`config.mk`:
```
export PLATFORM = sky130hd
export DESIGN_NAME = tcfg_regfile
export DESIGN_NICKNAME = d
export VERILOG_FILES = /design/src/rtl/tcfg_pkg.sv /design/src/rtl/tcfg_decode.sv /design/src/rtl/tcfg_lock.sv /design/src/rtl/tcfg_bank.sv /design/src/rtl/tcfg_rdport.sv /design/src/rtl/tcfg_regfile.sv
export SDC_FILE = /design/constraint.sdc
export NUM_CORES = 1
export LEC_CHECK = 0
export ABC_AREA = 0
export BUFFER_PORTS_ARGS = -buffer_cell sky130_fd_sc_hd__buf_2
export CAP_MARGIN = 20
export CORE_ASPECT_RATIO = 1.75
export CORE_MARGIN = 2
export CORE_UTILIZATION = 30
export CTS_CLUSTER_DIAMETER = 40
export CTS_CLUSTER_SIZE = 20
export DETAILED_ROUTE_END_ITERATION = 6
export GPL_ROUTABILITY_DRIVEN = 1
export HOLD_SLACK_MARGIN = 0.08
export PLACE_DENSITY = 0.54
export SYNTH_ARGS = -nofsm -noshare
export SYNTH_HDL_FRONTEND = slang
export SYNTH_SLANG_ARGS = --single-unit
```
`constraint.sdc`:
```
create_clock -name clk -period 3 [get_ports clk]
set_clock_uncertainty 0.2 [all_clocks]
set_input_delay 0.3 -clock clk [delete_from_list [all_inputs] [get_ports clk]]
set_output_delay 0.3 -clock clk [all_outputs]
set_load 0.05 [all_outputs]
```
`src/rtl/tcfg_pkg.sv`:
```
package tcfg_pkg;

    localparam int ADDR_W  = 16;
    localparam int DATA_W  = 16;
    localparam int NUM_PRM = 11;

    typedef logic [ADDR_W-1:0] addr_t;
    typedef logic [DATA_W-1:0] word_t;
    typedef logic [NUM_PRM*DATA_W-1:0] prm_vec_t;

    localparam addr_t CTRL_ADDR = 16'hF004;
    localparam word_t KEY_OPEN  = 16'h2BC0;
    localparam word_t KEY_CLOSE = 16'h03C0;

    typedef enum logic {
        LK_CLOSED = 1'b0,
        LK_OPEN   = 1'b1
    } lock_e;

    typedef struct packed {
        logic  wr;
        logic  rd;
        addr_t addr;
        word_t data;
    } req_t;

    // Address of timing word idx, ascending order.
    function automatic addr_t prm_addr(input int idx);
        case (idx)
            0:       return 16'h8006;
            1:       return 16'h8008;
            2:       return 16'h8009;
            3:       return 16'h800D;
            4:       return 16'h800E;
            5:       return 16'h8010;
            6:       return 16'h8014;
            7:       return 16'h8015;
            8:       return 16'h8016;
            9:       return 16'h8017;
            10:      return 16'h8018;
            default: return 16'h0000;
        endcase
    endfunction

    // Reset value of timing word idx.
    function automatic word_t prm_default(input int idx);
        case (idx)
            0:       return 16'h0764;
            1:       return 16'h307D;
            2:       return 16'h0D0D;
            3:       return 16'h0D0D;
            4:       return 16'h01F4;
            5:       return 16'h0D0D;
            6:       return 16'h0032;
            7:       return 16'h83D6;
            8:       return 16'h186A;
            9:       return 16'h0D0D;
            10:      return 16'h0064;
            default: return 16'h0000;
        endcase
    endfunction

    function automatic prm_vec_t prm_default_vec();
        prm_vec_t v;
        v = '0;
        for (int i = 0; i < NUM_PRM; i++) begin
            v[i*DATA_W +: DATA_W] = prm_default(i);
        end
        return v;
    endfunction

    function automatic logic is_prm_addr(input addr_t a);
        logic hit;
        hit = 1'b0;
        for (int i = 0; i < NUM_PRM; i++) begin
            if (a == prm_addr(i)) hit = 1'b1;
        end
        return hit;
    endfunction

endpackage

```
`src/rtl/tcfg_decode.sv`:
```
module tcfg_decode
    import tcfg_pkg::*;
(
    input  addr_t              addr,
    output logic [NUM_PRM-1:0] prm_hit,
    output logic               ctrl_hit
);

    for (genvar g = 0; g < NUM_PRM; g++) begin : g_hit
        assign prm_hit[g] = (addr == prm_addr(g));
    end

    assign ctrl_hit = (addr == CTRL_ADDR);

endmodule

```
`src/rtl/tcfg_lock.sv`:
```
module tcfg_lock
    import tcfg_pkg::*;
(
    input  logic  clk,
    input  logic  rst,
    input  logic  wr_en,
    input  logic  ctrl_hit,
    input  word_t wdata,
    output lock_e state
);

    always_ff @(posedge clk) begin
        if (rst) begin
            state <= LK_CLOSED;
        end else if (wr_en && ctrl_hit) begin
            if (wdata == KEY_OPEN) begin
                state <= LK_OPEN;
            end else if (wdata == KEY_CLOSE) begin
                state <= LK_CLOSED;
            end
        end
    end

endmodule

```
`src/rtl/tcfg_bank.sv`:
```
module tcfg_bank
    import tcfg_pkg::*;
(
    input  logic                           clk,
    input  logic                           rst,
    input  logic                           wr_en,
    input  word_t                          wdata,
    input  logic [NUM_PRM-1:0]             prm_hit,
    input  lock_e                          state,
    output logic [NUM_PRM-1:0][DATA_W-1:0] prm_q
);

    logic wr_ok;
    assign wr_ok = wr_en && (state == LK_OPEN);

    for (genvar g = 0; g < NUM_PRM; g++) begin : g_word
        always_ff @(posedge clk) begin
            if (rst) begin
                prm_q[g] <= prm_default(g);
            end else if (wr_ok && prm_hit[g]) begin
                prm_q[g] <= wdata;
            end
        end
    end

endmodule

```
`src/rtl/tcfg_rdport.sv`:
```
module tcfg_rdport
    import tcfg_pkg::*;
(
    input  logic                           clk,
    input  logic                           rst,
    input  logic                           rd_en,
    input  logic [NUM_PRM-1:0]             prm_hit,
    input  logic [NUM_PRM-1:0][DATA_W-1:0] prm_q,
    output word_t                          rdata,
    output logic                           rd_valid
);

    word_t sel;

    always_comb begin
        sel = '0;
        for (int i = 0; i < NUM_PRM; i++) begin
            sel = sel | (prm_q[i] & {DATA_W{prm_hit[i]}});
        end
    end

    always_ff @(posedge clk) begin
        if (rst) begin
            rd_valid <= 1'b0;
            rdata    <= '0;
        end else begin
            rd_valid <= rd_en;
            rdata    <= rd_en ? sel : '0;
        end
    end

endmodule

```
`src/rtl/tcfg_regfile.sv`:
```
module tcfg_regfile
    import tcfg_pkg::*;
(
    input  logic                      clk,
    input  logic                      rst,
    input  logic                      wr_en,
    input  logic                      rd_en,
    input  logic [ADDR_W-1:0]         addr,
    input  logic [DATA_W-1:0]         wdata,
    output logic [DATA_W-1:0]         rdata,
    output logic                      rd_valid,
    output logic [NUM_PRM*DATA_W-1:0] prm_out
);

    req_t                           req;
    logic [NUM_PRM-1:0]             prm_hit;
    logic                           ctrl_hit;
    lock_e                          lock_state;
    logic [NUM_PRM-1:0][DATA_W-1:0] prm_q;

    assign req = '{wr: wr_en, rd: rd_en, addr: addr, data: wdata};

    tcfg_decode u_decode (
        .addr     (req.addr),
        .prm_hit  (prm_hit),
        .ctrl_hit (ctrl_hit)
    );

    tcfg_lock u_lock (
        .clk      (clk),
        .rst      (rst),
        .wr_en    (req.wr),
        .ctrl_hit (ctrl_hit),
        .wdata    (req.data),
        .state    (lock_state)
    );

    tcfg_bank u_bank (
        .clk     (clk),
        .rst     (rst),
        .wr_en   (req.wr),
        .wdata   (req.data),
        .prm_hit (prm_hit),
        .state   (lock_state),
        .prm_q   (prm_q)
    );

    tcfg_rdport u_rdport (
        .clk      (clk),
        .rst      (rst),
        .rd_en    (req.rd),
        .prm_hit  (prm_hit),
        .prm_q    (prm_q),
        .rdata    (rdata),
        .rd_valid (rd_valid)
    );

    assign prm_out = prm_q;

endmodule

```
# Word-level counts from Yosys, hierarchy flattened
# Cells that the tools add are included.
# W data, S select, Z words.
# word_totals
regBits	194
latchBits	0
ramBits	0
rom_bits	0
input_bits	36
output_inout_bits	193
elab_cells	68
memories	0
# classes
add_sub_neg	0
n_mul	0
div_mod_pow	0
n_lt_le_gt_ge	0
n_eq_ne	14
shifts	0
muxes	2
bitwise_logic	22
n_reduce_logical	16
# op_table
cell	n
$eq A16 B16 Y1 const B	12
$and A16 B16 Y16	11
$or A16 B16 Y16	10
$eq A16 B10 Y1 const B	1
$eq A16 B14 Y1 const B	1
$logic_and A1 B1 Y1	13
$mux W1	2
$reduce_and A2 Y1	1
$reduce_bool A2 Y1	1
$reduce_or A2 Y1	1
$not A1 Y1	1

# Depth between registers and ports, before layout
# Gate-level depths: netlist of the first run.
# depth
ltp_word	12
mapped_depth	8
mapped_depth_nobuf	5

# Cells and area by module
# Synthesis of the first run repeated with hierarchy kept, for this count alone.
# hier_totals
hier_cells	799
hier_area_um2	8702.1
# modules_own_cells
mod	instances	cells_per_inst	area_per_inst_um2	seq_area_each_um2
tcfg_bank	1	621	6890.4	3523.4
tcfg_rdport	1	138	1391.3	340.3
tcfg_decode	1	30	317.8	0.0
tcfg_lock	1	10	102.6	20.0

# Worst setup path after synthesis of the first run
# Ideal clock, no wire load.
# synth_path
kind	in2reg
from	input port addr[9]
to	register u_bank.prm_q[126] in the netlist's numbering
setup_ns	0.128
arrival_ns	1.847
required_time_ns	2.672
setup_slack_ns	0.825
path_stages	7
n_path_buf	2
path_cell_list	nor3_2 nand4_1 buf_4 nor4_4 buf_6 mux2i_1 nor2_1
# synth_between
elab_chain_len	2
# synth_lines
item	line_no	text
start, declared	tcfg_regfile.sv:8	input logic [ADDR_W-1:0] addr,
$eq A16 B16 Y1	tcfg_decode.sv:10	assign prm_hit[g] = (addr == prm_addr(g));
$logic_and A1 B1 Y1	tcfg_bank.sv:20	end else if (wr_ok && prm_hit[g]) begin
end signal, assigned by index	tcfg_bank.sv:19	prm_q[g] <= prm_default(g);
end signal, assigned by index	tcfg_bank.sv:21	prm_q[g] <= wdata;
end, declared	tcfg_bank.sv:10	output logic [NUM_PRM-1:0][DATA_W-1:0] prm_q
# No other way between the ends.
# A chain may end at the register's enable or synchronous reset.

# Final worst setup path of the first run
# layout_path
from	input port wdata[10]
to	register u_lock.state
# layout_between
elab_chain_len	3
word_cells_on_any_way	5
classes_between	2 x eq/ne; 1 x mux; 2 x reduce/logical
# layout_lines
item	line_no	text
start, declared	tcfg_regfile.sv:9	input logic [DATA_W-1:0] wdata,
$eq A16 B10 Y1 or $eq A16 B14 Y1 (tied branches)	tcfg_lock.sv:18, tcfg_lock.sv:16	
$reduce_bool A2 Y1 (no line)	n/a	
$reduce_and A2 Y1 (no line)	n/a	
end signal, assigned	tcfg_lock.sv:14	state <= LK_CLOSED;
end signal, assigned	tcfg_lock.sv:17	state <= LK_OPEN;
end signal, assigned	tcfg_lock.sv:19	state <= LK_CLOSED;
end, declared	tcfg_lock.sv:9	output lock_e state
# Several ways; a longest one is shown, not always the timed one.

==> metrics.yaml, run 1 <==
synthesis.nets: 1001
ys_warn_count: 0
met3_usage_pct: 3.42
pwr_density_cell_nw_per_um2: 490
setup_viol: 0
holdCritPathClass: "input pin to register"
drv_slew: 0
clkSlewWorstSetupHoldPaths_ns: 0.07
cts_inserted_buffers: 17
grt_max_degree: 64
min_period_ns: 2.34
nets: 1214
drc_errors: 0
area_growth_pct: 27.6
cts_max_level: 4
cts_resized: 0
use_met1_pct: 26.2
die_height_um: 224
use_met2_pct: 39.1
hold_violations: 0
cp_max_fo: 11
synth.distinct_cells: 43
tightest_slew_ns: 0.924
crit_required_ns: 3.12
wl_mm: 32.6
peakVddDrop_mv: 0.412
ys_async_sr_fraction_pct: 0
maxCapViolations: 0
fmax_mhz: 427
synth_edf_count: 0
synthTopCellsByArea: "dfxtp_1 47%, nand2_1 10%, mux2i_1 8.7%"
cts_tree: "done"
total_power_uw: 5190
yosysTopAreaCell: "dfxtp_1"
crit_path_end_kind: "register"
n_fill_cell: 2827
syn_inst: 965
n_antenna_cell: 0
grt_busiest_layer: "met2"
drt-initial-drc-count: 716
start_kind: "input pin"
ctsLongestPathBuffers: 2
clock_sinks: 194
synth_ff_type: "dfxtp_1"
synth_area_um2: 8300
clockRootBuffer: "clkbuf_16"
grt_usage_pct: 22.3
wl_per_cell_um: 20.9
grt_pass1_wl_mm: 48.4
ys_seq_elements: 194
antenna_found_initial: 0
synth.most_common_cell: "nand2_1"
fin_crit_sh_pct: 78.1
vias: 7967
row_count: 80
yosysTopAreaCellShare_pct: 46.8
coreArea_um2: 27200
status: "completed"
fin_tns_setup_ns: 0
critPathArrivalTime_ns: 2.47
p_leak_uw: 0.00430
ios: 229
relSlewSlack_pct: 38.2
fp.dieW_um: 130
hpwl_mm: 24.2
overflow: 0
grt_setup_unrepaired: "no"
synth_common_cells: "223 x nand2_1, 194 x dfxtp_1, 116 x a21oi_1, 72 x mux2i_1, 63 x clkbuf_1"
dieArea_um2: 29100
grt_pass1_vias: 7664
crit_type: "input pin to register"
start_util_pct: 30.5
postSynthAreaPerCell_um2: 8.60
ant_nets: 0
ys_seq_area_share_pct: 46.8
viasPerCell: 5.11
drt_pre_antenna_iters: 6
drive_above_1_share_pct: 28.6
gp_congestion: 0.840
portBuffers: 228
clkLatencyLatePin_ns: 0.45
==> state kept, by name, indices dropped and copies added, names as in the netlist <==
| name | flops |
|---|---|
| u_bank.prm_q | 176 |
| u_lock.state | 1 |
| u_rdport.rd_valid | 1 |
| u_rdport.rdata | 16 |
==> logic make-up (layout without fill, tap and decap cells) <==
logic type	count (synthesis)	after routing	share of synthesized area, %
compound gates	192	192	14.4
buf+inv	92	318	4.83
flops	194	194	46.8
mux	93	93	11.5
simple gates	394	394	22.4
==> cell type report <==
type	instances	area, um2	share of cell area, %
flip-flops and latches	194	3880	36.7
repair buffers	283	1610	15.2
inverters	3	11.3	0.106
clock buffers	19	443	4.19
multi-input cells	679	4030	38.1
clock inverters	13	146	1.38
well taps	369	462	4.36
==> layout by cell type, fill, tap and decap left out, drive strengths merged, types with 21 or more instances in the layout <==
master  Yosys  final
nor3       35     35
nor2       56     56
dfxtp     194    194
a222oi     22     22
buf        26    267
mux2i      72     72
nand3      31     31
mux2       21     21
nand2     224    224
a21oi     116    116
==> layer usage <==
metal  wire [um]  share of wire (%)
met5           0                  0
met4        1420                4.3
met3        1450                4.4
met2       16700                 51
met1       13100                 40
==> path summary, 6_finish.rpt <==
| path | startpoint | endpoint | slack [ns] | cells after the start |
|---|---|---|---|---|
| min | wdata[12] | u_bank.prm_q[172] | 0.15 | 4 |
| min reg2reg | u_bank.prm_q[169] | u_bank.prm_q[169] | 0.26 | 2 |
| max reg2reg | u_lock.state | u_bank.prm_q[109] | 0.91 | 5 |
| max | wdata[10] | u_lock.state | 0.66 | 7 |
==> critical path, stage by stage <==
cell	delay (ns)
dlygate4sd3_1	0.53
buf_2	0.21
or4_1	0.63
nor4_1	0.32
nand4b_1	0.25
nand3_1	0.14
o211ai_1	0.08
==> report_power, final <==
group	switching, uW	internal, uW	total (uW)
registers	0.135	2570	2570
logic	198	88.9	287
clock network	1070	1260	2330
total	1260	3930	5190
==> through the flow <==
step | hold slack, ns | setup slack (ns) | util (%) | cells | area (um2)
floorplan | 0.247 | 0.825 | - | 965 | 8300
global placement | 0.251 | 0.368 | 36.1 | 1512 | 9830
CTS | 0.130 | 0.648 | 38.9 | 1560 | 10600
global route | 0.149 | 0.564 | 38.9 | 1560 | 10600
detailed placement | 0.255 | 0.346 | 36.1 | 1512 | 9830
finish | 0.152 | 0.658 | 38.9 | 1560 | 10600
==> timing repair <==
action	CTS	global route
buffers inserted	0	0
endpoints found under the setup margin	0	0
hold buffers	16	0
endpoints found under the hold margin	104	0
Note: power is estimated with default switching activity, not from simulation.
==> run 2, diff against run 1 <==
--- a/config.mk
+++ b/config.mk
@@ -5,7 +5,7 @@
 export SDC_FILE = /design/constraint.sdc
 export NUM_CORES = 1
 export LEC_CHECK = 0
-export ABC_AREA = 0
+export ABC_AREA = 1
 export BUFFER_PORTS_ARGS = -buffer_cell sky130_fd_sc_hd__buf_2
 export CAP_MARGIN = 20
 export CORE_ASPECT_RATIO = 1.75
@@ -16,7 +16,7 @@
 export DETAILED_ROUTE_END_ITERATION = 6
 export GPL_ROUTABILITY_DRIVEN = 1
 export HOLD_SLACK_MARGIN = 0.08
-export PLACE_DENSITY = 0.54
+export PLACE_DENSITY = 0.53
 export SYNTH_ARGS = -nofsm -noshare
 export SYNTH_HDL_FRONTEND = slang
 export SYNTH_SLANG_ARGS = --single-unit
==> constraint.sdc (replaced) <==
create_clock -name clk -period 2.2 [get_ports clk]
set_clock_uncertainty 0.2 [all_clocks]
set_input_delay 0.22 -clock clk [delete_from_list [all_inputs] [get_ports clk]]
set_output_delay 0.22 -clock clk [all_outputs]
set_load 0.05 [all_outputs]
==> run 2 against run 1 <==
Final area up 4.8%. First-iteration DRC count up 22%. Final cell count up 17%. Sequential share of layout area down 1.7 points.
==> metrics.yaml, run 2 <==
hold_violations: 0  # unchanged
grt_setup_unrepaired: "no"
relSlewSlack_pct: 55.5  # +17 points
largestRegisters: "u_bank.prm_q x176, u_rdport.rdata x16"
cts_tree: "done"
grt_pass1_vias: 9011  # +18%
synthTopCellsByArea: "dfxtp_1 46%, nand3_1 11%, nand2_1 10%"
cts_inserted_buffers: 17  # unchanged
drt-initial-drc-count: 877  # +22%
crit_path_end_kind: "register"
fp.dieW_um: 131  # +1.4%
clkSlewWorstSetupHoldPaths_ns: 0.07  # about the same
row_count: 81  # +1.3%
dieArea_um2: 29900  # +2.8%
fin_crit_sh_pct: 83.5
viasPerCell: 5.21  # +1.9%
overflow: 0  # unchanged
hpwl_mm: 32.0  # +32%
ys_warn_count: 0  # unchanged
synth.distinct_cells: 22  # -49%
nets: 1468  # +21%
start_kind: "input pin"
n_antenna_cell: 0  # unchanged
vias: 9464  # +19%
syn_inst: 1196  # +24%
pwr-share-clk_pct: 47.6  # +2.7 points
synth_edf_count: 0  # unchanged
p_leak_uw: 0.00536  # +25%
synthesis.nets: 1232  # +23%
antenna_found_initial: 0  # unchanged
finalWorstSetupSlack_ns: 0.362  # -0.296 ns
coreArea_um2: 28000  # +2.7%
p_seq_share_pct: 47.5  # -2.1 points
intPower_uw: 5660  # +44%
area_growth_pct: 30.0
critPathArrivalTime_ns: 1.96  # -0.51 ns
crit_required_ns: 2.32  # -0.80 ns
maxCapViolations: 0  # unchanged
ys_seq_area_share_pct: 45.5  # -1.3 points
fin_tns_setup_ns: 0  # unchanged
holdCritPathClass: "input pin to register"
grt_max_degree: 68  # +6.3%
cp_max_fo: 7  # -4
clockRootBuffer: "clkbuf_16"
pre_cts_slack_ns: 0.0998  # -0.246 ns
setup_viol: 0  # unchanged
ant_nets: 0  # unchanged
clkLatencyLatePin_ns: 0.45  # about the same
clock_sinks: 194  # unchanged
yosysTopAreaCell: "dfxtp_1"
crit_type: "input pin to register"
cts_resized: 0  # unchanged
synth_common_cells: "235 x nand2_1, 194 x dfxtp_1, 185 x nand3_1, 120 x a21oi_1, 116 x inv_1"
cts_max_level: 4  # unchanged
final_common_cell: "nand2_1"
portBuffers: 228  # unchanged
die_height_um: 227  # +1.4%
ios: 229  # unchanged
tightest_slew_ns: 0.667  # -0.257 ns
final_cell_mix: "235 x nand2_1, 228 x buf_2, 194 x dfxtp_1"
pwr_density_cell_nw_per_um2: 666  # +36%
synth_ff_type: "dfxtp_1"
status: "completed"
ys_async_sr_fraction_pct: 0  # unchanged
start_util_pct: 30.5  # +0.033 points
grt_pass1_wl_mm: 59.7  # +23%
fmax_mhz: 544
synth.most_common_cell: "nand2_1"
postSynthAreaPerCell_um2: 7.13  # -17%
ys_seq_elements: 194  # unchanged
synth_area_um2: 8530  # +2.9%
min_period_ns: 1.84
wl_mm: 42.1  # +29%
wl_per_cell_um: 23.1  # +11%
swShare_pct: 23.3  # -1.0 points
switching_power_uw: 1720  # +36%
drv_slew: 0  # unchanged
comb_power_share_pct: 4.9  # -0.6 points
ctsLongestPathBuffers: 2  # unchanged
largest_reg_flops: 176  # unchanged
yosysTopAreaCellShare_pct: 45.5  # -1.3 points
drt_pre_antenna_iters: 5  # -1
cts_setup_buffers: 0  # unchanged
drc_errors: 0  # unchanged
gp_congestion: 0.952  # +13%
drive_above_1_share_pct: 23.0  # -5.6 points
peakVddDrop_mv: 0.575  # +40%
grt_usage_pct: 27.6  # +5.3 points
top_register: "u_bank.prm_q"
## run 2: cell types whose count changed after synthesis, moves of 21 or more
cell      delta
a222oi_1    -22
o211ai_1    +55
mux2i_1     -72
nand3_1    +154
nor3_1      -25
nor2_1      +29
mux2_2      -21
o21ai_0     +77
inv_1      +114
## run 2: critical path: stages
cell,delay (ns)
dlygate4sd3_1,0.53
buf_2,0.21
inv_1,0.34
nand4_1,0.14
nor2_1,0.17
nand3b_1,0.08
o21ai_0,0.17
a21oi_1,0.09
## run 2: kinds of logic (layout without fill, tap and decap cells)
| kind of cell | Yosys count | in the layout | synth area share [%] |
|---|---|---|---|
| AOI/OAI and AO/OA | 268 | 268 | 17.4 |
| and+or+nand+nor | 529 | 529 | 27.3 |
| DFF | 194 | 194 | 45.5 |
| buffers and inverters | 205 | 454 | 9.77 |
## run 2: path summary, 6_finish.rpt
path | start | to | slack [ns] | cells after the start
worst max register to register | u_lock.state | u_bank.prm_q[72] | 0.43 | 6
worst max-delay path | wdata[5] | u_lock.state | 0.36 | 8
worst min register to register | u_bank.prm_q[104] | u_bank.prm_q[104] | 0.26 | 2
worst min-delay path | addr[13] | u_lock.state | 0.22 | 9
## run 2: final cells by class
| type | instances | area, um2 |
|---|---|---|
| fillers | 3050 | 16900 |
| flip-flops and latches | 194 | 3880 |
| multi-input cells | 797 | 3820 |
| repair buffers | 300 | 1810 |
| well taps | 373 | 467 |
| inverters | 122 | 459 |
| clock buffers | 21 | 450 |
| clock inverters | 11 | 198 |
## run 2: stage by stage
stage	instances	cell area, um2	util, %	total power, uW	hold slack (ns)
after global placement	1768	10300	36.7	3910	0.250
after CTS	1818	11100	39.7	7400	0.179
final	1818	11100	39.7	7390	0.216
after detailed placement	1768	10300	36.7	3920	0.254
after global routing	1818	11100	39.7	7570	0.231
after floorplan	1196	8530	-	3730	0.146
## run 2: what timing repair did
action                                 CTS  global route
hold buffers                            18             0
setup endpoints to repair                0             0
endpoints found under the hold margin   76             0
## run 2: layer usage
metal / part of all wire (%) / wire length (um) / GRT usage (%)
met4: 8.3 / 3500 / 21.8
met5: 0 / 0 / 0
met3: 6.3 / 2650 / 4.83
met2: 50 / 20900 / 48.0
met1: 36 / 15000 / 29.7
## run 2: power groups by stage
stage | clock network [uW] | logic (uW) | registers, uW
after floorplan | 0 | 130 | 3600
after global placement | 0 | 323 | 3590
after detailed placement | 0 | 324 | 3590
after CTS | 3540 | 350 | 3510
after global routing | 3690 | 372 | 3510
final | 3520 | 359 | 3510
==> run 3, diff against run 2 <==
==> constraint.sdc (replaced) <==
create_clock -name clk -period 1.8 [get_ports clk]
set_clock_uncertainty 0.2 [all_clocks]
set_input_delay 0.18 -clock clk [delete_from_list [all_inputs] [get_ports clk]]
set_output_delay 0.18 -clock clk [all_outputs]
set_load 0.05 [all_outputs]
==> run 3 against run 2 <==
Critical path depth down 2. Die area unchanged. Clock power up 6.0%. Critical path type is now register to register. Via count up 0.13%. Wire length up 0.48%. Largest cell class unchanged.
==> metrics.yaml, run 3 (synthesis results as in run 2) <==
fin_crit_sh_pct: 93.8
ant_nets: 0  # unchanged
maxCapViolations: 0  # unchanged
grt_max_degree: 76  # +12%
drt-initial-drc-count: 950  # +8.3%
timing.rr.start: "u_lock.state"
grt_usage_pct: 27.9  # +0.29 points
overflow: 0  # unchanged
crit_required_ns: 1.92  # -0.40 ns
vias: 9476  # +0.13%
n_fill_cell: 2987  # -2.1%
fp.dieW_um: 131  # unchanged
grt_setup_unrepaired: "no"
relSlewSlack_pct: 74.6  # +19 points
crit_path_end_kind: "register"
start_util_pct: 30.5  # unchanged
min-delay-start: "addr[13]"
crit_type: "register to register"
fmax_mhz: 592
coreArea_um2: 28000  # unchanged
drt_pre_antenna_iters: 6  # +1
min_period_ns: 1.69
stdcell_count: 1863  # +2.5%
finalWorstSetupSlack_ns: 0.111  # -0.251 ns
clock_sinks: 194  # unchanged
fin_tns_setup_ns: 0  # unchanged
viasPerCell: 5.09  # -2.3%
nets: 1513  # +3.1%
cts_tree: "done"
critPathArrivalTime_ns: 1.81  # -0.15 ns
clockRootBuffer: "clkbuf_16"
holdCritPathClass: "input pin to register"
grt_pass1_wl_mm: 60.0  # +0.50%
gp_congestion: 0.961  # +0.98%
die_height_um: 227  # unchanged
pwr_density_cell_nw_per_um2: 738  # +11%
hold_violations: 0  # unchanged
p_leak_uw: 0.00558  # +4.2%
ctsLongestPathBuffers: 2  # unchanged
area_growth_pct: 34.8
row_count: 81  # unchanged
utilization_pct: 41.1  # +1.4 points
dieArea_um2: 29900  # unchanged
hpwl_mm: 32.6  # +2.1%
setup_viol: 0  # unchanged
peakVddDrop_mv: 0.750  # +30%
grt_pass1_vias: 8869  # -1.6%
tightest_slew_ns: 0.381  # -0.286 ns
start_kind: "register"
clkLatencyLatePin_ns: 0.47  # +0.02 ns
drc_errors: 0  # unchanged
top_register: "u_bank.prm_q"
crit_start: "u_lock.state"
cts_inserted_buffers: 17  # unchanged
final_cell_mix: "235 x nand2_1, 228 x buf_2, 194 x dfxtp_1"
cp_max_fo: 22  # +15
dp_cells: 1812  # +2.5%
antenna_found_initial: 0  # unchanged
status: "completed"
pre_cts_slack_ns: -0.219  # -0.319 ns
largestRegisters: "u_bank.prm_q x176, u_rdport.rdata x16"
wl_per_cell_um: 22.7  # -1.9%
largest_reg_flops: 176  # unchanged
n_antenna_cell: 0  # unchanged
cts_max_level: 4  # unchanged
wl_mm: 42.3  # +0.48%
clkSlewWorstSetupHoldPaths_ns: 0.08  # about the same
ios: 229  # unchanged
final_common_cell: "nand2_1"
drive_above_1_share_pct: 25.7  # +2.7 points
portBuffers: 228  # unchanged
drv_slew: 0  # unchanged
cts_setup_buffers: 0  # unchanged
==> run 3: worst max-delay path: stages, from the launching register on <==
cell and delay [ns]:
dfxtp_1 0.33, nand2_1 0.09, inv_2 0.28, nand3_2 0.25
buf_12 0.23, nand2_1 0.06, o211ai_1 0.09
==> run 3: power breakdown <==
part,switching (uW),internal [uW]
clock network,1890,1840
logic,327,142
registers,0.199,4290
total,2210,6270
==> run 3: cell type report <==
cell class                 instances  area, um2  share of cell area, %
inverter                         122        463                   4.03
clock inverter                    14        118                   1.02
sequential                       194       3880                   33.8
clock buffer                      18        439                   3.82
timing repair inverter             1       7.51                 0.0653
multi-input combinational        797       3830                   33.3
tap                              373        467                   4.06
timing repair buffer             344       2290                   20.0
==> run 3: path summary, 6_finish.rpt <==
kind / endpoint / slack (ns) / cells past startpoint
worst max register to register: u_bank.prm_q[72] / 0.11 / 6
worst min-delay path: u_lock.state / 0.16 / 9
worst min register to register: u_bank.prm_q[102] / 0.27 / 2
worst max-delay path: u_bank.prm_q[72] / 0.11 / 6
==> run 3: through the flow <==
stage | cell area (um2) | power [uW] | hold slack, ns
final | 11500 | 8490 | 0.164
after global routing | 11500 | 8710 | 0.199
after CTS | 11500 | 8500 | 0.137
after detailed placement | 10700 | 4820 | 0.257
after global placement | 10700 | 4820 | 0.251
after floorplan | 8530 | 4550 | 0.106
==> run 3: repair_timing <==
item,in CTS,in global routing
resized for setup,0,3
endpoints found under the setup margin,0,4
hold endpoints to repair,93,0
hold buffers,18,0
==> run 3: routing by layer <==
metal / up-vias / track usage (%) / wire length (um)
li1: 4537 / - / -
met1: 4367 / 30.7 / 15100
met2: 445 / 49.5 / 21400
met3: 127 / 4.48 / 2680
met4: 0 / 19.0 / 3080
met5: - / 0 / 0
